==> src/rtl/ihf_pkg.sv <==
package ihf_pkg;

    // register numbers decoded by the data port
    localparam logic [7:0] IX_NCTL  = 8'h00;
    localparam logic [7:0] IX_NSTAT = 8'h01;
    localparam logic [7:0] IX_TCTL  = 8'h02;
    localparam logic [7:0] IX_ID0   = 8'h28;
    localparam logic [7:0] IX_ID1   = 8'h29;
    localparam logic [7:0] IX_ID2   = 8'h2A;
    localparam logic [7:0] IX_ID3   = 8'h2B;
    localparam logic [7:0] IX_REV   = 8'h2C;
    localparam logic [7:0] IX_RXPK  = 8'hF0;
    localparam logic [7:0] IX_RXINC = 8'hF2;
    localparam logic [7:0] IX_RXP_L = 8'hF4;
    localparam logic [7:0] IX_RXP_H = 8'hF5;
    localparam logic [7:0] IX_TXWR  = 8'hF8;
    localparam logic [7:0] IX_TXP_L = 8'hFA;
    localparam logic [7:0] IX_TXP_H = 8'hFB;
    localparam logic [7:0] IX_LEN_L = 8'hFC;
    localparam logic [7:0] IX_LEN_H = 8'hFD;
    localparam logic [7:0] IX_IRQ   = 8'hFE;

    localparam logic [31:0] DEV_ID = 32'h90000A46;

    // width code reported in the top two bits of the event register
    function automatic logic [1:0] width_code(int dw);
        if (dw == 16)      return 2'b00;
        else if (dw == 32) return 2'b01;
        else               return 2'b10;
    endfunction

endpackage

==> src/rtl/ihf_pkt_ram.sv <==
// Byte-wide packet store with a WB-byte write port and an RB-byte read port.
// Multi-byte accesses wrap modulo DEPTH (power of two).
module ihf_pkt_ram #(
    parameter int DEPTH = 64,
    parameter int WB    = 1,
    parameter int RB    = 1,
    localparam int AW   = $clog2(DEPTH)
) (
    input  logic            clk,
    input  logic            we,
    input  logic [AW-1:0]   waddr,
    input  logic [WB*8-1:0] wdata,
    input  logic [AW-1:0]   raddr,
    output logic [RB*8-1:0] rdata
);

    logic [7:0] mem [DEPTH];

    always_ff @(posedge clk) begin
        if (we) begin
            for (int k = 0; k < WB; k++) begin
                mem[waddr + AW'(k)] <= wdata[k*8 +: 8];
            end
        end
    end

    for (genvar g = 0; g < RB; g++) begin : g_rd
        assign rdata[g*8 +: 8] = mem[raddr + AW'(g)];
    end

endmodule

==> src/rtl/ihf_tx_model.sv <==
// Stand-in for the transmit datapath: busy for TX_CYCLES clocks per request.
module ihf_tx_model #(
    parameter int TX_CYCLES = 8,
    localparam int CW       = $clog2(TX_CYCLES + 1)
) (
    input  logic clk,
    input  logic rst_n,
    input  logic clear,
    input  logic start,
    output logic busy,
    output logic done
);

    typedef struct packed {
        logic          busy;
        logic [CW-1:0] cnt;
    } txm_t;

    txm_t m_d, m_q;

    always_comb begin
        m_d = m_q;
        if (clear) begin
            m_d = '0;
        end else if (m_q.busy) begin
            if (m_q.cnt == '0) m_d.busy = 1'b0;
            else               m_d.cnt  = m_q.cnt - 1'b1;
        end else if (start) begin
            m_d.busy = 1'b1;
            m_d.cnt  = CW'(TX_CYCLES - 1);
        end
    end

    always_ff @(posedge clk or negedge rst_n) begin
        if (!rst_n) m_q <= '0;
        else        m_q <= m_d;
    end

    assign busy = m_q.busy;
    assign done = m_q.busy && (m_q.cnt == '0) && !clear;

endmodule

==> src/rtl/idx_host_if.sv <==
module idx_host_if
    import ihf_pkg::*;
#(
    parameter int         DATA_W    = 8,
    parameter int         RX_DEPTH  = 64,
    parameter int         TX_DEPTH  = 64,
    parameter int         RST_CLKS  = 16,
    parameter int         TX_CYCLES = 8,
    parameter logic [7:0] REV_CODE  = 8'h1A,
    localparam int        NB        = DATA_W / 8,
    localparam int        RAW       = $clog2(RX_DEPTH),
    localparam int        TAW       = $clog2(TX_DEPTH),
    localparam int        RCW       = $clog2(RST_CLKS + 1)
) (
    input  logic              clk,
    input  logic              rst_n,
    input  logic              bus_cmd,
    input  logic              bus_wr,
    input  logic              bus_rd,
    input  logic [DATA_W-1:0] bus_wdata,
    output logic [DATA_W-1:0] bus_rdata,
    input  logic              rx_ld_we,
    input  logic [RAW-1:0]    rx_ld_addr,
    input  logic [7:0]        rx_ld_data,
    input  logic              rx_arrive,
    input  logic [TAW-1:0]    tx_peek_addr,
    output logic [7:0]        tx_peek_data
);

    typedef struct packed {
        logic [7:0]     idx;
        logic [1:0]     lbk;
        logic           rst_act;
        logic [RCW-1:0] rst_cnt;
        logic           txend;
        logic [15:0]    txlen;
        logic [RAW-1:0] rx_ptr;
        logic [TAW-1:0] tx_ptr;
        logic [5:0]     isr;
    } st_t;

    st_t st_d, st_q;

    logic              tx_start, tx_busy, tx_done, txram_we;
    logic [DATA_W-1:0] rx_word;
    logic [7:0]        wb, reg8;
    logic [15:0]       rxp16, txp16;
    logic              dwr, drd;

    assign wb    = bus_wdata[7:0];
    assign dwr   = bus_wr && !bus_cmd;
    assign drd   = bus_rd && !bus_cmd;
    assign rxp16 = 16'(st_q.rx_ptr);
    assign txp16 = 16'(st_q.tx_ptr);

    // next-state computation
    always_comb begin
        st_d     = st_q;
        tx_start = 1'b0;
        txram_we = 1'b0;
        if (bus_wr && bus_cmd) st_d.idx = wb;
        if (st_q.rst_act) begin
            st_d.lbk    = '0;
            st_d.txend  = 1'b0;
            st_d.txlen  = '0;
            st_d.rx_ptr = '0;
            st_d.tx_ptr = '0;
            st_d.isr    = '0;
            if (st_q.rst_cnt == '0) st_d.rst_act = 1'b0;
            else                    st_d.rst_cnt = st_q.rst_cnt - 1'b1;
        end else begin
            if (drd && st_q.idx == IX_RXINC) st_d.rx_ptr = st_q.rx_ptr + RAW'(NB);
            if (dwr) begin
                case (st_q.idx)
                    IX_NCTL: begin
                        st_d.lbk = wb[2:1];
                        if (wb[0]) begin
                            st_d.rst_act = 1'b1;
                            st_d.rst_cnt = RCW'(RST_CLKS - 1);
                        end
                    end
                    IX_NSTAT: if (wb[2]) st_d.txend = 1'b0;
                    IX_TCTL:  tx_start = wb[0] && !tx_busy;
                    IX_RXP_L: st_d.rx_ptr = RAW'({rxp16[15:8], wb});
                    IX_RXP_H: st_d.rx_ptr = RAW'({wb, rxp16[7:0]});
                    IX_TXP_L: st_d.tx_ptr = TAW'({txp16[15:8], wb});
                    IX_TXP_H: st_d.tx_ptr = TAW'({wb, txp16[7:0]});
                    IX_TXWR: begin
                        txram_we    = 1'b1;
                        st_d.tx_ptr = st_q.tx_ptr + TAW'(NB);
                    end
                    IX_LEN_L: st_d.txlen[7:0]  = wb;
                    IX_LEN_H: st_d.txlen[15:8] = wb;
                    IX_IRQ:   st_d.isr = st_q.isr & ~wb[5:0];
                    default: ;
                endcase
            end
            // set events take priority over a clear in the same cycle
            if (tx_done) begin
                st_d.txend  = 1'b1;
                st_d.isr[1] = 1'b1;
            end
            if (rx_arrive) st_d.isr[0] = 1'b1;
        end
    end

    always_ff @(posedge clk or negedge rst_n) begin
        if (!rst_n) st_q <= '0;
        else        st_q <= st_d;
    end

    // register read multiplexer
    always_comb begin
        case (st_q.idx)
            IX_NCTL:  reg8 = {5'b0, st_q.lbk, st_q.rst_act};
            IX_NSTAT: reg8 = {5'b0, st_q.txend, 2'b0};
            IX_TCTL:  reg8 = {7'b0, tx_busy};
            IX_ID0:   reg8 = DEV_ID[7:0];
            IX_ID1:   reg8 = DEV_ID[15:8];
            IX_ID2:   reg8 = DEV_ID[23:16];
            IX_ID3:   reg8 = DEV_ID[31:24];
            IX_REV:   reg8 = REV_CODE;
            IX_RXP_L: reg8 = rxp16[7:0];
            IX_RXP_H: reg8 = rxp16[15:8];
            IX_TXP_L: reg8 = txp16[7:0];
            IX_TXP_H: reg8 = txp16[15:8];
            IX_LEN_L: reg8 = st_q.txlen[7:0];
            IX_LEN_H: reg8 = st_q.txlen[15:8];
            IX_IRQ:   reg8 = {width_code(DATA_W), st_q.isr};
            default:  reg8 = 8'h00;
        endcase
    end

    always_comb begin
        if (bus_cmd)
            bus_rdata = DATA_W'(st_q.idx);
        else if (st_q.idx == IX_RXPK || st_q.idx == IX_RXINC)
            bus_rdata = rx_word;
        else
            bus_rdata = DATA_W'(reg8);
    end

    ihf_pkt_ram #(.DEPTH(RX_DEPTH), .WB(1), .RB(NB)) u_rx_ram (
        .clk   (clk),
        .we    (rx_ld_we),
        .waddr (rx_ld_addr),
        .wdata (rx_ld_data),
        .raddr (st_q.rx_ptr),
        .rdata (rx_word)
    );

    ihf_pkt_ram #(.DEPTH(TX_DEPTH), .WB(NB), .RB(1)) u_tx_ram (
        .clk   (clk),
        .we    (txram_we),
        .waddr (st_q.tx_ptr),
        .wdata (bus_wdata),
        .raddr (tx_peek_addr),
        .rdata (tx_peek_data)
    );

    ihf_tx_model #(.TX_CYCLES(TX_CYCLES)) u_txm (
        .clk   (clk),
        .rst_n (rst_n),
        .clear (st_q.rst_act),
        .start (tx_start),
        .busy  (tx_busy),
        .done  (tx_done)
    );

endmodule

==> config.mk <==
export PLATFORM = sky130hd
export DESIGN_NAME = idx_host_if
export DESIGN_NICKNAME = d
export VERILOG_FILES = /design/src/rtl/ihf_pkg.sv /design/src/rtl/ihf_pkt_ram.sv /design/src/rtl/ihf_tx_model.sv /design/src/rtl/idx_host_if.sv
export SDC_FILE = /design/constraint.sdc
export NUM_CORES = 1
export LEC_CHECK = 0
export BUFFER_PORTS_ARGS = -buffer_cell sky130_fd_sc_hd__buf_2
export CORE_MARGIN = 2
export CORE_UTILIZATION = 55
export CTS_BUF_LIST = sky130_fd_sc_hd__clkbuf_16
export DETAILED_ROUTE_END_ITERATION = 8
export HOLD_SLACK_MARGIN = 0.15
export PLACE_DENSITY = 0.74
export SKIP_CTS_REPAIR_TIMING = 1
export SLEW_MARGIN = 5
export SYNTH_ARGS = -nofsm -noshare
export SYNTH_HDL_FRONTEND = slang
export SYNTH_SLANG_ARGS = --single-unit
==> constraint.sdc <==
create_clock -name clk -period 2.5 [get_ports clk]
set_clock_uncertainty 0.05 [all_clocks]
set_input_delay 0.375 -clock clk [delete_from_list [all_inputs] [get_ports clk]]
set_output_delay 0.375 -clock clk [all_outputs]
set_load 0.02 [all_outputs]
# After elaboration in Yosys (flattened, before gate mapping)
# Memories as Yosys holds them, arrays and structs flattened.
# Index checks and enable logic that the tools add are counted.
[word_totals]
reg_bits = 56
ramBits = 1024
in_bits = 35
word_cells = 113
n_memories = 2
[op_classes]
add_sub_neg = 4
eq_ne = 18
mux = 35
bitwise_logic = 2
n_reduce_logical = 38
[memory_table]
columns = ["name", "depth", "width", "read_ports", "rd_ports_with_merged_regs", "wr", "line_no", "text"]
rows = [
  ["u_rx_ram.mem", 64, 8, 1, 0, 1, "ihf_pkt_ram.sv:17", "logic [7:0] mem [DEPTH];"],
  ["u_tx_ram.mem", 64, 8, 1, 0, 1, "ihf_pkt_ram.sv:17", ""],
]
[ops]
columns = ["operator", "n"]
rows = [
  ["case mux 8 bit (12 select lines)", 1],
  ["two-way mux 43 bit", 2],
  ["equality test 8 bit (second input constant)", 9],
  ["two-way mux 8 bit", 5],
  ["equality test 8 x 6 -> 1 bit (second input constant)", 4],
  ["case mux 6 bit (2 select lines)", 2],
  ["nonzero test 3 bit", 8],
  ["two-way mux 5 bit", 4],
  ["two-way mux 6 bit", 3],
  ["two-way mux 1 bit", 17],
  ["AND reduction 2 bit", 8],
  ["adder 6 x 1 -> 6 bit (second input constant)", 2],
  ["nonzero test 2 bit", 6],
  ["equality test 8 x 1 -> 1 bit (second input constant)", 1],
  ["equality test 8 x 2 -> 1 bit (second input constant)", 1],
  ["logical NOT 8 bit", 1],
  ["logical AND 1 bit", 7],
  ["bitwise AND 6 bit", 1],
  ["!= test 3 bit (second input constant)", 2],
  ["inverter 6 bit", 1],
  ["logical NOT 5 bit", 1],
  ["subtractor 5 x 1 -> 5 bit (second input constant)", 1],
  ["logical NOT 4 bit", 1],
  ["two-way mux 4 bit", 1],
  ["6 further kinds", 8],
]

# Logic depth before layout (Yosys ltp)
# Gate-level depths: netlist of the first run.
[logic_depth]
word_depth = 8
mapped_depth = 10
depth_no_buf = 7

# Modules after synthesis
# Synthesis of the first run repeated with hierarchy kept, for this count alone.
[unflattened]
cells_unflattened = 2235
hier_area_um2 = 43518.0
[by_module_without_submodules]
columns = ["module", "instances", "cells_each", "area_each_um2", "seq_area_each_um2"]
rows = [
  ["ihf_pkt_ram", 2, 932, 20006.7, 15374.7],
  ["idx_host_if", 1, 342, 3221.8, 1276.2],
  ["ihf_tx_model", 1, 29, 282.8, 125.1],
]

# Least setup slack after synthesis of the first run
# OpenSTA, ideal clock, no wires.
[synth_timing]
path_kind = "register to output"
from = "register st_q, in the netlist rxp16[0]"
to = "output bus_rdata[6]"
arrival_ns = 2.204
path_slack_ns = -0.129
stages_incl_launch_ff = 9
n_path_buf = 3
path_cell_list = "dfrtp_1 -> buf_4 -> buf_6 -> buf_4 -> mux4_2 -> nand2_1 -> o21ai_0 -> o311ai_0 -> nand4_1"
[synth_between]
elab_chain_len = 3
[synth_rtl]
columns = ["item", "line_no", "text"]
rows = [
  ["start: declaration", "idx_host_if.sv:42", "st_t st_d, st_q;"],
  ["start signal: assignment", "idx_host_if.sv:109", "else st_q <= st_d;"],
  ["memory read (64 x 8 bit)", "n/a", ""],
  ["two-way mux 8 bit", "idx_host_if.sv:137", "else if (st_q.idx == IX_RXPK || st_q.idx == IX_RXINC)"],
  ["two-way mux 8 bit", "idx_host_if.sv:135", "if (bus_cmd)"],
  ["end: declaration", "idx_host_if.sv:21", "output logic [DATA_W-1:0] bus_rdata,"],
]
# Every way passes these cells.

# Worst setup path after layout of the first run
[layout_timing]
from = "register st_q, in the netlist rxp16[0]"
to = "output bus_rdata[7]"
# The elaborated chain is that of the path after synthesis.

==> impl_table.tex, run 1 <==
\begin{tabular}{lr}
\hline
Metric & Value \\
\hline
\multicolumn{2}{l}{\textbf{Run status}} \\
\quad Status & finished with violations \\
\quad Violations in the final reports & setup timing \\
\multicolumn{2}{l}{\textbf{Placement}} \\
\quad Post-detailed-placement half-perimeter wirelength & 62.21 mm \\
\quad Count of input and output buffers & 50 \\
\quad Instance area after placement & 0.04696 mm² \\
\quad Weighted congestion at the end of routability-driven global placement & 0.9159 \\
\quad Total instance count after detailed placement & 3,447 \\
\quad Setup Slack @ Placement & -646.4 ps \\
\multicolumn{2}{l}{\textbf{Setup path}} \\
\quad Top fanout value on the critical path & 8 \\
\quad Critical path start-end classification & register to primary output \\
\quad Standard cell with the maximum stage delay on the critical path & sky130\_fd\_sc\_hd\_\_mux4\_2 \\
\quad Startpoint types & register \\
\quad Arrival @ worst endpoint & 3120 ps \\
\quad Largest stage delay, worst path & 530 ps \\
\quad Reg2Reg Depth & 10 \\
\quad CP dominant cell by count & sky130\_fd\_sc\_hd\_\_mux4\_2 \\
\quad WP data required & 2080 ps \\
\quad Capturing element type of the critical path & primary output \\
\quad Ordered list of cells on the worst path & buf\_8, buf\_12, mux4\_2, mux4\_2, o211ai\_1, nand3\_2, buf\_2 \\
\multicolumn{2}{l}{\textbf{Clocking}} \\
\quad Later-pin clock latency in the skew report & 680 ps \\
\quad Sinks on Clock Net & 1,080 \\
\quad TritonCTS clock tree & yes \\
\quad Clock root buffer & sky130\_fd\_sc\_hd\_\_clkbuf\_16 \\
\quad Number of buffers on the longest clock path & 3 \\
\quad Clock buffers created by TritonCTS & 106 \\
\quad Clock edge transition at the registers on the reported setup and hold paths & 60 ps \\
\quad Clock H-tree levels & 3 \\
\multicolumn{2}{l}{\textbf{Detailed routing}} \\
\quad DRC errors left & 0 \\
\quad Count of routing violations after the opening detailed-route iteration & 2,727 \\
\quad Routed via count divided by cell count & 6.225 \\
\quad Count of TritonRoute iterations in the first routing pass & 6 \\
\quad Aggregate routed wire length & 101.0 mm \\
\quad Post-route antenna net violation count & 0 \\
\quad Routed vias & 22,865 \\
\quad WL per Instance & 27.49 µm \\
\multicolumn{2}{l}{\textbf{Yosys}} \\
\quad Main synth FF type & sky130\_fd\_sc\_hd\_\_edfxtp\_1 \\
\quad Number of synthesized flops with an enable pin & 1,024 \\
\quad Number of instances in the synthesized netlist & 2,138 \\
\quad Post-synthesis net count & 2,177 \\
\quad Combined area of all synthesized cells & 0.04296 mm² \\
\quad Synth Warn \# & 0 \\
\quad Number of distinct standard cells referenced by the synthesized netlist & 63 \\
\quad Mapped Avg Cell Area & 20.09 µm² \\
\quad Async set or reset register ratio after synthesis & 5.185\% \\
\quad Synthesis-stage register bit count & 1,080 \\
\quad Sequential element share of the synthesized area & 74.84\% \\
\multicolumn{2}{l}{\textbf{Timing}} \\
\quad Maximum clock frequency & 281.9 MHz \\
\quad Number of failing hold endpoints at the final stage & 0 \\
\quad Min Clock Period, post-route & 3547 ps \\
\quad Slew of the pin with the lowest slew margin & 903.1 ps \\
\quad Setup slack of the critical path after layout & -1047 ps \\
\quad Setup repair after global routing missed its margin & yes \\
\quad Share of the cycle needed by the critical path after routing & 141.9\% \\
\quad Relative slew slack & 39.79\% \\
\quad Finish-stage setup viols & 17 \\
\quad Pins over their slew limit & 0 \\
\multicolumn{2}{l}{\textbf{Finish}} \\
\quad N\_diodes & 0 \\
\quad Fin nets & 2,580 \\
\quad Commonest non-fill, non-tap cell in the layout & sky130\_fd\_sc\_hd\_\_edfxtp\_1 \\
\quad Final instance count without filler cells & 3,673 \\
\quad Most frequent cells in the layout & 1,024 x sky130\_fd\_sc\_hd\_\_edfxtp\_1, 267 x sky130\_fd\_sc\_hd\_\_buf\_4, 263 x sky130\_fd\_sc\_hd\_\_mux4\_2 \\
\quad Cell area after layout & 0.05164 mm² \\
\quad Fraction of layout cells with a size suffix above 1 & 36.46\% \\
\quad Post-synthesis to final-layout area growth & 20.20\% \\
\quad Util after Layout & 66.77\% \\
\multicolumn{2}{l}{\textbf{Die}} \\
\quad Die outline area & 0.08036 mm² \\
\quad Initial standard-cell utilization of the core & 55.55\% \\
\quad Die span in x & 283.5 µm \\
\quad Die height & 283.5 µm \\
\quad Standard-cell rows & 102 \\
\quad Core Region & 0.07734 mm² \\
\quad Top-Level Pins & 51 \\
\multicolumn{2}{l}{\textbf{GRT}} \\
\quad Via count of the first global-routing pass & 23,495 \\
\quad Wire length of the first global-routing pass & 149.9 mm \\
\quad Overflow left after global routing & 0 \\
\quad Antenna violations before repair & 1 \\
\quad Largest net degree at the start of global routing & 68 \\
\quad Total GRT Usage & 24.96\% \\
\multicolumn{2}{l}{\textbf{Pwr}} \\
\quad Leakage power total & 0.01692 µW \\
\quad Power density over the cells & 754.1 mW/mm² \\
\quad Worst VDD drop & 0.6108 mV \\
\quad Overall power & 38,940 µW \\
\multicolumn{2}{l}{\textbf{Hold path}} \\
\quad Classification of the worst-slack hold path & input pin to asynchronous set/reset pin \\
\multicolumn{2}{l}{\textbf{Flow run}} \\
\quad Maximum capacitance violations & 0 \\
\hline
\end{tabular}
==> final cells by class <==
cell class / instances / area (µm²)
Sequential cell: 1080 / 32160
Fill cell: 4802 / 25700
Inverter: 10 / 37.54
Timing Repair Buffer: 417 / 3844
Tap cell: 1040 / 1301
Clock buffer: 107 / 2678
Multi-Input combinational cell: 926 / 10760
Clock inverter: 93 / 853.3
==> report_power, final <==
part / internal [µW] / leakage [µW] / switching (µW)
sequential: 19900 / 0.00995 / 131
combinational: 1330 / 0.00517 / 1610
clock: 9080 / 0.00181 / 6850
total: 30300 / 0.0169 / 8590
==> synthesized netlist by cell type (11+ instances only) <==
cell,instances,share of area [%]
sky130_fd_sc_hd__mux2i_1,108,2.5
sky130_fd_sc_hd__o22ai_1,14,0.20
sky130_fd_sc_hd__o21ai_0,33,0.38
sky130_fd_sc_hd__mux2_2,13,0.34
sky130_fd_sc_hd__buf_4,18,0.31
sky130_fd_sc_hd__a21oi_1,39,0.45
sky130_fd_sc_hd__o221ai_1,17,0.35
sky130_fd_sc_hd__dfrtp_1,56,3.3
sky130_fd_sc_hd__buf_2,18,0.21
sky130_fd_sc_hd__a22oi_1,12,0.21
sky130_fd_sc_hd__nor2b_1,27,0.39
sky130_fd_sc_hd__mux4_2,263,14
sky130_fd_sc_hd__nand3_1,31,0.36
sky130_fd_sc_hd__buf_6,11,0.29
sky130_fd_sc_hd__buf_1,19,0.17
sky130_fd_sc_hd__nor2_1,180,1.6
sky130_fd_sc_hd__nand2_1,47,0.41
sky130_fd_sc_hd__a211oi_1,22,0.38
sky130_fd_sc_hd__clkbuf_1,56,0.49
sky130_fd_sc_hd__edfxtp_1,1024,72
==> path summary, 6_finish.rpt <==
kind	start	to	slack, ps
max in group asynchronous	rst_n	rxp16[0]	1920
worst max register to register	st_q[47]	u_tx_ram.mem[38][0]	-30
worst min-delay path	rst_n	u_txm.busy	160
worst min register to register	st_q[5]	st_q[5]	470
min in group clk	bus_wdata[5]	u_tx_ram.mem[61][5]	170
worst max-delay path	rxp16[0]	bus_rdata[7]	-1050
==> logic make-up after synthesis <==
group                      after synthesis  synth area share, %
DFF                                   1080                74.84
muxes                                  384                16.64
and+or+nand+nor                        349                3.821
AOI/OAI and AO/OA                      183                2.904
buffers and inverters                  132                1.555
xor gates and xnor gates                 6               0.1223
adders and majority gates                4               0.1165
==> through the flow <==
stage / hold WS [ps] / setup TNS, ps
after floorplan: 29.41 / -12470
after global placement: 346.7 / -7485
after detailed placement: 354.8 / -7779
after CTS: -373.5 / -17710
after global routing: 167.6 / -23360
final: 159.6 / -13200
==> critical path: cells and delay by family, from the launching register on <==
family          cells  cell delay [ps]
flops               1              510
buf+inv             3              510
compound gates      1              250
mux                 2             1050
simple gates        1              120
==> state kept, by name, summed over array words and instances, names as in the netlist <==
signal and flops:
rxp16 6, st_q 45, u_rx_ram.mem 512, u_tx_ram.mem 512, u_txm.busy 1, u_txm.m_q 4
==> per-layer routing <==
layer / up-vias / GRT usage, % / routed length [µm]
met2: 1123 / 42.14 / 51770
met3: 175 / 4.695 / 8116
met1: 11947 / 33.43 / 38300
met5: - / 0 / 0
met4: 0 / 7.487 / 2783
li1: 9620 / - / -
No activity file was read; power rests on OpenSTA's default activity.
==> run 2: changes to the inputs <==
CTS_BUF_LIST = default   (was sky130_fd_sc_hd__clkbuf_16)
PLACE_DENSITY = 0.71   (was 0.74)
clock period = 4.25 ns   (was 2.5 ns; I/O delays follow)
==> run 2 against run 1 <==
The run now ends clean. Sequential share of layout area rose by 3.5 points. Power fell by 41%. Final cell count decreased by 6.1%. Via count fell by 4.4%. Hold slack gained 12 ps. Critical path type unchanged.
==> impl_table.tex, run 2 (synthesis results as in run 1) <==
\begin{tabular}{lr}
\hline
Metric & Value \\
\hline
\multicolumn{2}{l}{\textbf{Finish}} \\
\quad Largest registers ranked by flip-flop count & u\_rx\_ram.mem (512), u\_tx\_ram.mem (512), st\_q (45) \\
\quad Sequential cell area & 0.03216 mm² \\
\quad Count of filler cells inserted in the layout & 5,221 \\
\quad Cell area after layout & 0.04886 mm² \\
\quad Fin nets & 2,358 \\
\quad Final instance count without filler cells & 3,448 \\
\quad Most frequent cells in the layout & 1,024 x sky130\_fd\_sc\_hd\_\_edfxtp\_1, 263 x sky130\_fd\_sc\_hd\_\_mux4\_2, 180 x sky130\_fd\_sc\_hd\_\_nor2\_1 \\
\quad N\_diodes & 0 \\
\quad Fraction of layout cells with a size suffix above 1 & 26.70\% \\
\quad Post-synthesis to final-layout area growth & 13.73\% \\
\quad Util after Layout & 63.18\% \\
\quad Commonest non-fill, non-tap cell in the layout & sky130\_fd\_sc\_hd\_\_edfxtp\_1 \\
\quad Area used by multi-input combinational logic & 0.01015 mm² \\
\multicolumn{2}{l}{\textbf{Die}} \\
\quad Die outline area & 0.08036 mm² \\
\quad Die span in x & 283.5 µm \\
\quad Core Region & 0.07734 mm² \\
\quad Initial standard-cell utilization of the core & 55.55\% \\
\quad Top-Level Pins & 51 \\
\quad Standard-cell rows & 102 \\
\quad Die height & 283.5 µm \\
\multicolumn{2}{l}{\textbf{GRT}} \\
\quad Antenna violations before repair & 1 \\
\quad Overflow left after global routing & 0 \\
\quad Via count of the first global-routing pass & 22,243 \\
\quad Total GRT Usage & 24.63\% \\
\quad Met2 track demand over resource in global routing & 40.89\% \\
\quad Grt peak-use layer & met2 \\
\quad Wire length of the first global-routing pass & 147.1 mm \\
\quad Met1 usage in global routing & 34.02\% \\
\quad Largest net degree at the start of global routing & 68 \\
\quad Global-route met3 utilization & 3.987\% \\
\multicolumn{2}{l}{\textbf{Detailed routing}} \\
\quad Routed vias & 21,851 \\
\quad Count of routing violations after the opening detailed-route iteration & 2,398 \\
\quad Routed via count divided by cell count & 6.337 \\
\quad Count of TritonRoute iterations in the first routing pass & 6 \\
\quad DRC errors left & 0 \\
\quad Post-route antenna net violation count & 0 \\
\quad WL per Instance & 28.47 µm \\
\quad Aggregate routed wire length & 98.16 mm \\
\multicolumn{2}{l}{\textbf{Placement}} \\
\quad Count of input and output buffers & 50 \\
\quad Total instance count after detailed placement & 3,237 \\
\quad Weighted congestion at the end of routability-driven global placement & 0.8257 \\
\quad Post-detailed-placement half-perimeter wirelength & 60.49 mm \\
\quad Instance area after placement & 0.04505 mm² \\
\multicolumn{2}{l}{\textbf{Pwr}} \\
\quad Fraction of power consumed by the clock network & 42.4\% \\
\quad Power density over the cells & 470.7 mW/mm² \\
\quad Sequential share of power & 51.5\% \\
\quad Combinational Power Share & 6.2\% \\
\quad Net Switching & 4876 µW \\
\quad Design internal power & 18,120 µW \\
\quad Worst VDD drop & 0.4398 mV \\
\quad Fraction of power spent switching nets & 21.20\% \\
\quad Leakage power total & 0.01546 µW \\
\multicolumn{2}{l}{\textbf{Timing}} \\
\quad Number of failing hold endpoints at the final stage & 0 \\
\quad Share of the cycle needed by the critical path after routing & 96.71\% \\
\quad Slew of the pin with the lowest slew margin & 1288 ps \\
\quad Setup repair after global routing missed its margin & no \\
\quad Maximum clock frequency & 243.3 MHz \\
\quad Hold Slack & 171.5 ps \\
\quad Relative slew slack & 14.10\% \\
\quad Pins over their slew limit & 0 \\
\quad Finish-stage setup viols & 0 \\
\quad Min Clock Period, post-route & 4110 ps \\
\multicolumn{2}{l}{\textbf{Clocking}} \\
\quad Clock buffers created by TritonCTS & 106 \\
\quad Clock edge transition at the registers on the reported setup and hold paths & 60 ps \\
\quad Later-pin clock latency in the skew report & 680 ps \\
\quad Clock H-tree levels & 3 \\
\quad TritonCTS clock tree & yes \\
\quad Sinks on Clock Net & 1,080 \\
\quad Clock root buffer & sky130\_fd\_sc\_hd\_\_clkbuf\_16 \\
\quad Number of buffers on the longest clock path & 3 \\
\multicolumn{2}{l}{\textbf{Hold path}} \\
\quad Classification of the worst-slack hold path & input pin to register \\
\multicolumn{2}{l}{\textbf{Flow run}} \\
\quad Maximum capacitance violations & 0 \\
\multicolumn{2}{l}{\textbf{Setup path}} \\
\quad Startpoint types & register \\
\quad Arrival @ worst endpoint & 3420 ps \\
\quad Top fanout value on the critical path & 17 \\
\quad Critical path start-end classification & register to primary output \\
\quad Capturing element type of the critical path & primary output \\
\quad WP data required & 3560 ps \\
\multicolumn{2}{l}{\textbf{Run status}} \\
\quad Status & complete, no violations \\
\hline
\end{tabular}
-- run 2: area by class of cell --
type / count / area share [%]
clock inverter: 67 / 1.877
multi-input combinational: 926 / 20.77
sequential: 1080 / 65.82
inverter: 10 / 0.07682
tap: 1040 / 2.663
timing repair buffer: 195 / 3.157
clock buffer: 130 / 5.634
-- run 2: path summary, 6_finish.rpt --
path                       startpoint                  end  slack (ps)  cells past startpoint
min reg2reg                  st_q[36]             st_q[36]         470                      2
max in group asynchronous       rst_n             rxp16[1]        2990                      3
max reg2reg                  st_q[46]  u_tx_ram.mem[23][0]        1020                      7
min                         rx_arrive              st_q[0]         170                      3
min in group asynchronous       rst_n             st_q[41]         590                      3
max                          rxp16[3]         bus_rdata[3]         140                      8
-- run 2: worst max-delay path, stage by stage, from the launching register on --
cell,delay [ps]
sky130_fd_sc_hd__dfrtp_1,440
sky130_fd_sc_hd__buf_4,320
sky130_fd_sc_hd__nor2b_2,550
sky130_fd_sc_hd__buf_4,360
sky130_fd_sc_hd__a21o_1,200
sky130_fd_sc_hd__o221ai_1,150
sky130_fd_sc_hd__a21o_1,180
sky130_fd_sc_hd__a32oi_1,290
sky130_fd_sc_hd__buf_2,240
-- run 2: power groups by stage --
stage               combinational (µW)  sequential, µW  clock, µW
detailed placement                1380           12100          0
floorplan                          911           12000          0
CTS                               1390           11800       9860
global placement                  1340           12100          0
global route                      1520           11800      10300
finish                            1420           11800       9750
-- run 2: stage by stage --
stage               setup TNS [ps]  setup WS, ps  power (µW)
floorplan                        0          1104       12900
global placement                 0         437.3       13410
detailed placement               0         476.1       13450
CTS                          -1305        -226.5       23100
global route                     0         34.73       23670
finish                           0         139.7       23000
-- run 2: routing by layer --
layer	wire length [µm]	vias to the layer above
li1	-	9199
met1	38120	11444
met2	49660	1034
met3	7810	174
met4	2566	0
met5	0	-
==> run 3: changes to the inputs <==
--- a/config.mk
+++ b/config.mk
@@ -11,5 +11,5 @@
 export DETAILED_ROUTE_END_ITERATION = 8
 export HOLD_SLACK_MARGIN = 0.15
-export PLACE_DENSITY = 0.71
+export PLACE_DENSITY = 0.77
 export SKIP_CTS_REPAIR_TIMING = 1
 export SLEW_MARGIN = 5
--- a/constraint.sdc
+++ b/constraint.sdc
@@ -3,3 +3,3 @@
 set_input_delay 0.6375 -clock clk [delete_from_list [all_inputs] [get_ports clk]]
 set_output_delay 0.6375 -clock clk [all_outputs]
-set_load 0.02 [all_outputs]
+set_load 0.005 [all_outputs]
==> run 3 against run 2 <==
Global-route usage rose by 0.17 points. Register-to-register slack lost 150 ps. Critical path depth stayed put. Clock-buffer cell count fell by 3. Clock power down 6.6%. Core utilization decreased by 0.55 points. Highest routed layer unchanged. Non-clock buffer count decreased by 17. Setup slack worse by 77 ps. Design area fell by 0.87%.
==> impl_table.tex, run 3 (synthesis results as in run 1) <==
\begin{tabular}{lr}
\hline
Metric & Value \\
\hline
\multicolumn{2}{l}{\textbf{Run status}} \\
\quad Status & complete, no violations \\
\multicolumn{2}{l}{\textbf{GRT}} \\
\quad Largest net degree at the start of global routing & 71 \\
\quad Wire length of the first global-routing pass & 148.0 mm \\
\quad Overflow left after global routing & 0 \\
\quad Via count of the first global-routing pass & 22,480 \\
\quad Total GRT Usage & 24.80\% \\
\quad Antenna violations before repair & 1 \\
\multicolumn{2}{l}{\textbf{Finish}} \\
\quad Final instance count without filler cells & 3,423 \\
\quad N\_diodes & 0 \\
\quad Most frequent cells in the layout & 1,024 x sky130\_fd\_sc\_hd\_\_edfxtp\_1, 263 x sky130\_fd\_sc\_hd\_\_mux4\_2, 180 x sky130\_fd\_sc\_hd\_\_nor2\_1 \\
\quad Area used by multi-input combinational logic & 0.01014 mm² \\
\quad Count of filler cells inserted in the layout & 5,137 \\
\quad Fraction of layout cells with a size suffix above 1 & 25.72\% \\
\quad Commonest non-fill, non-tap cell in the layout & sky130\_fd\_sc\_hd\_\_edfxtp\_1 \\
\quad Largest registers ranked by flip-flop count & u\_rx\_ram.mem (512), u\_tx\_ram.mem (512), st\_q (45) \\
\quad Fin nets & 2,339 \\
\quad Sequential cell area & 0.03216 mm² \\
\quad Post-synthesis to final-layout area growth & 12.75\% \\
\multicolumn{2}{l}{\textbf{Placement}} \\
\quad Total instance count after detailed placement & 3,230 \\
\quad Count of input and output buffers & 50 \\
\quad Post-detailed-placement half-perimeter wirelength & 59.59 mm \\
\quad Weighted congestion at the end of routability-driven global placement & 0.9176 \\
\multicolumn{2}{l}{\textbf{Setup path}} \\
\quad Worst R2R Setup Slack & 870 ps \\
\quad Critical path start-end classification & register to primary output \\
\quad Startpoint types & register \\
\quad Arrival @ worst endpoint & 3500 ps \\
\quad Standard cell with the maximum stage delay on the critical path & sky130\_fd\_sc\_hd\_\_dfrtp\_4 \\
\quad Reg2Reg Depth & 6 \\
\quad R2r startpoint & st\_q[43] \\
\quad Largest stage delay, worst path & 680 ps \\
\quad CP bufs+invs & 3 \\
\quad Capturing element type of the critical path & primary output \\
\quad Endpoint of the worst-slack reg-to-reg timing path & u\_tx\_ram.mem[63][4] \\
\quad WP data required & 3560 ps \\
\quad Family with the most delay on the worst path & multiplexers \\
\quad Ordered list of cells on the worst path & buf\_8, buf\_4, mux4\_2, mux2i\_1, a22oi\_1, nand4\_1, nand3\_1, buf\_2 \\
\quad Top fanout value on the critical path & 11 \\
\multicolumn{2}{l}{\textbf{Clocking}} \\
\quad Clock root buffer & sky130\_fd\_sc\_hd\_\_clkbuf\_16 \\
\quad TritonCTS clock tree & yes \\
\quad Clock edge transition at the registers on the reported setup and hold paths & 60 ps \\
\quad Later-pin clock latency in the skew report & 670 ps \\
\quad Clock H-tree levels & 3 \\
\quad Sinks on Clock Net & 1,080 \\
\quad Clock buffers created by TritonCTS & 104 \\
\quad Number of buffers on the longest clock path & 3 \\
\multicolumn{2}{l}{\textbf{Detailed routing}} \\
\quad Post-route antenna net violation count & 0 \\
\quad Routed via count divided by cell count & 6.499 \\
\quad Routed vias & 22,245 \\
\quad WL per Instance & 29.07 µm \\
\quad Count of routing violations after the opening detailed-route iteration & 2,925 \\
\quad Count of TritonRoute iterations in the first routing pass & 6 \\
\quad DRC errors left & 0 \\
\quad Aggregate routed wire length & 99.49 mm \\
\multicolumn{2}{l}{\textbf{Die}} \\
\quad Die height & 283.5 µm \\
\quad Core Region & 0.07734 mm² \\
\quad Top-Level Pins & 51 \\
\quad Standard-cell rows & 102 \\
\quad Die outline area & 0.08036 mm² \\
\quad Initial standard-cell utilization of the core & 55.55\% \\
\quad Die span in x & 283.5 µm \\
\multicolumn{2}{l}{\textbf{Timing}} \\
\quad Slew of the pin with the lowest slew margin & 1305 ps \\
\quad Setup repair after global routing missed its margin & no \\
\quad Number of failing hold endpoints at the final stage & 0 \\
\quad Final setup TNS & 0 ps \\
\quad Min Clock Period, post-route & 4188 ps \\
\quad Finish-stage setup viols & 0 \\
\quad Relative slew slack & 12.97\% \\
\quad Share of the cycle needed by the critical path after routing & 98.53\% \\
\quad Pins over their slew limit & 0 \\
\quad Maximum clock frequency & 238.8 MHz \\
\multicolumn{2}{l}{\textbf{Flow run}} \\
\quad Maximum capacitance violations & 0 \\
\multicolumn{2}{l}{\textbf{Hold path}} \\
\quad Classification of the worst-slack hold path & input pin to register \\
\quad Hold path start & rx\_arrive \\
\quad Terminating pin of the worst hold path & st\_q[0] \\
\quad Number of cells on the worst hold path & 3 \\
\multicolumn{2}{l}{\textbf{Pwr}} \\
\quad Leakage power total & 0.01524 µW \\
\quad Power density over the cells & 461.2 mW/mm² \\
\quad Worst VDD drop & 0.4511 mV \\
\hline
\end{tabular}
[run 3: changes by cell type in the layout (fill, tap and decap cells not counted), sizes merged]
cell	delta
buf	-17
bufinv	-9
clkinv	+5
clkbuf	-3
inv	-1
[run 3: area by class of cell]
cell class	count	share of cell area [%]
Clock buffer	127	5.616
Clock inverter	62	1.348
Inverter	10	0.07749
Multi-Input combinational cell	926	20.94
Sequential cell	1080	66.39
Tap cell	1040	2.686
Timing Repair Buffer	178	2.940
[run 3: how the worst max path moves through the flow]
stage                           end  depth (start not counted)  slack [ps]       startpoint
floorplan           tx_peek_data[0]                          7        1180  tx_peek_addr[1]
global placement    tx_peek_data[2]                          8         360  tx_peek_addr[0]
detailed placement  tx_peek_data[2]                          8         370  tx_peek_addr[0]
CTS                    bus_rdata[6]                          7         -70         rxp16[0]
global route           bus_rdata[4]                          7           6         rxp16[0]
finish                 bus_rdata[0]                          8          60         rxp16[0]
[run 3: worst register-to-register path, delay by kind of cell, from the launching register on]
kind | cells | cell delay, ps
buffers and inverters | 1 | 260
DFF | 1 | 560
and+or+nand+nor | 5 | 2210
[run 3: report_power, final]
| group | internal [µW] | switching [µW] | total, µW |
|---|---|---|---|
| sequential | 11700 | 110 | 11800 |
| clock | 5180 | 3930 | 9110 |
| combinational | 582 | 799 | 1380 |
| total | 17500 | 4840 | 22300 |
[run 3: metal layers]
| metal | vias to the layer above | global-route usage [%] | share of wire [%] |
|---|---|---|---|
| met1 | 11565 | 34.19 | 38 |
| li1 | 9154 | - | - |
| met5 | - | 0 | 0 |
| met4 | 0 | 7.712 | 3.0 |
| met3 | 208 | 3.907 | 8.8 |
| met2 | 1318 | 41.30 | 51 |
[run 3: stage by stage]
step / hold slack, ps / area, µm² / setup slack, ps / total power, µW / util, %
CTS: 56.67 / 48370 / -65.81 / 22390 / 62.54
finish: 200.7 / 48440 / 62.34 / 22340 / 62.63
global placement: 449.6 / 45000 / 361.6 / 13360 / 58.18
detailed placement: 462.1 / 45000 / 365.0 / 13420 / 58.18
global route: 196.0 / 48440 / 6.149 / 22920 / 62.63
floorplan: 291.9 / 42960 / 1182 / 12880 / -
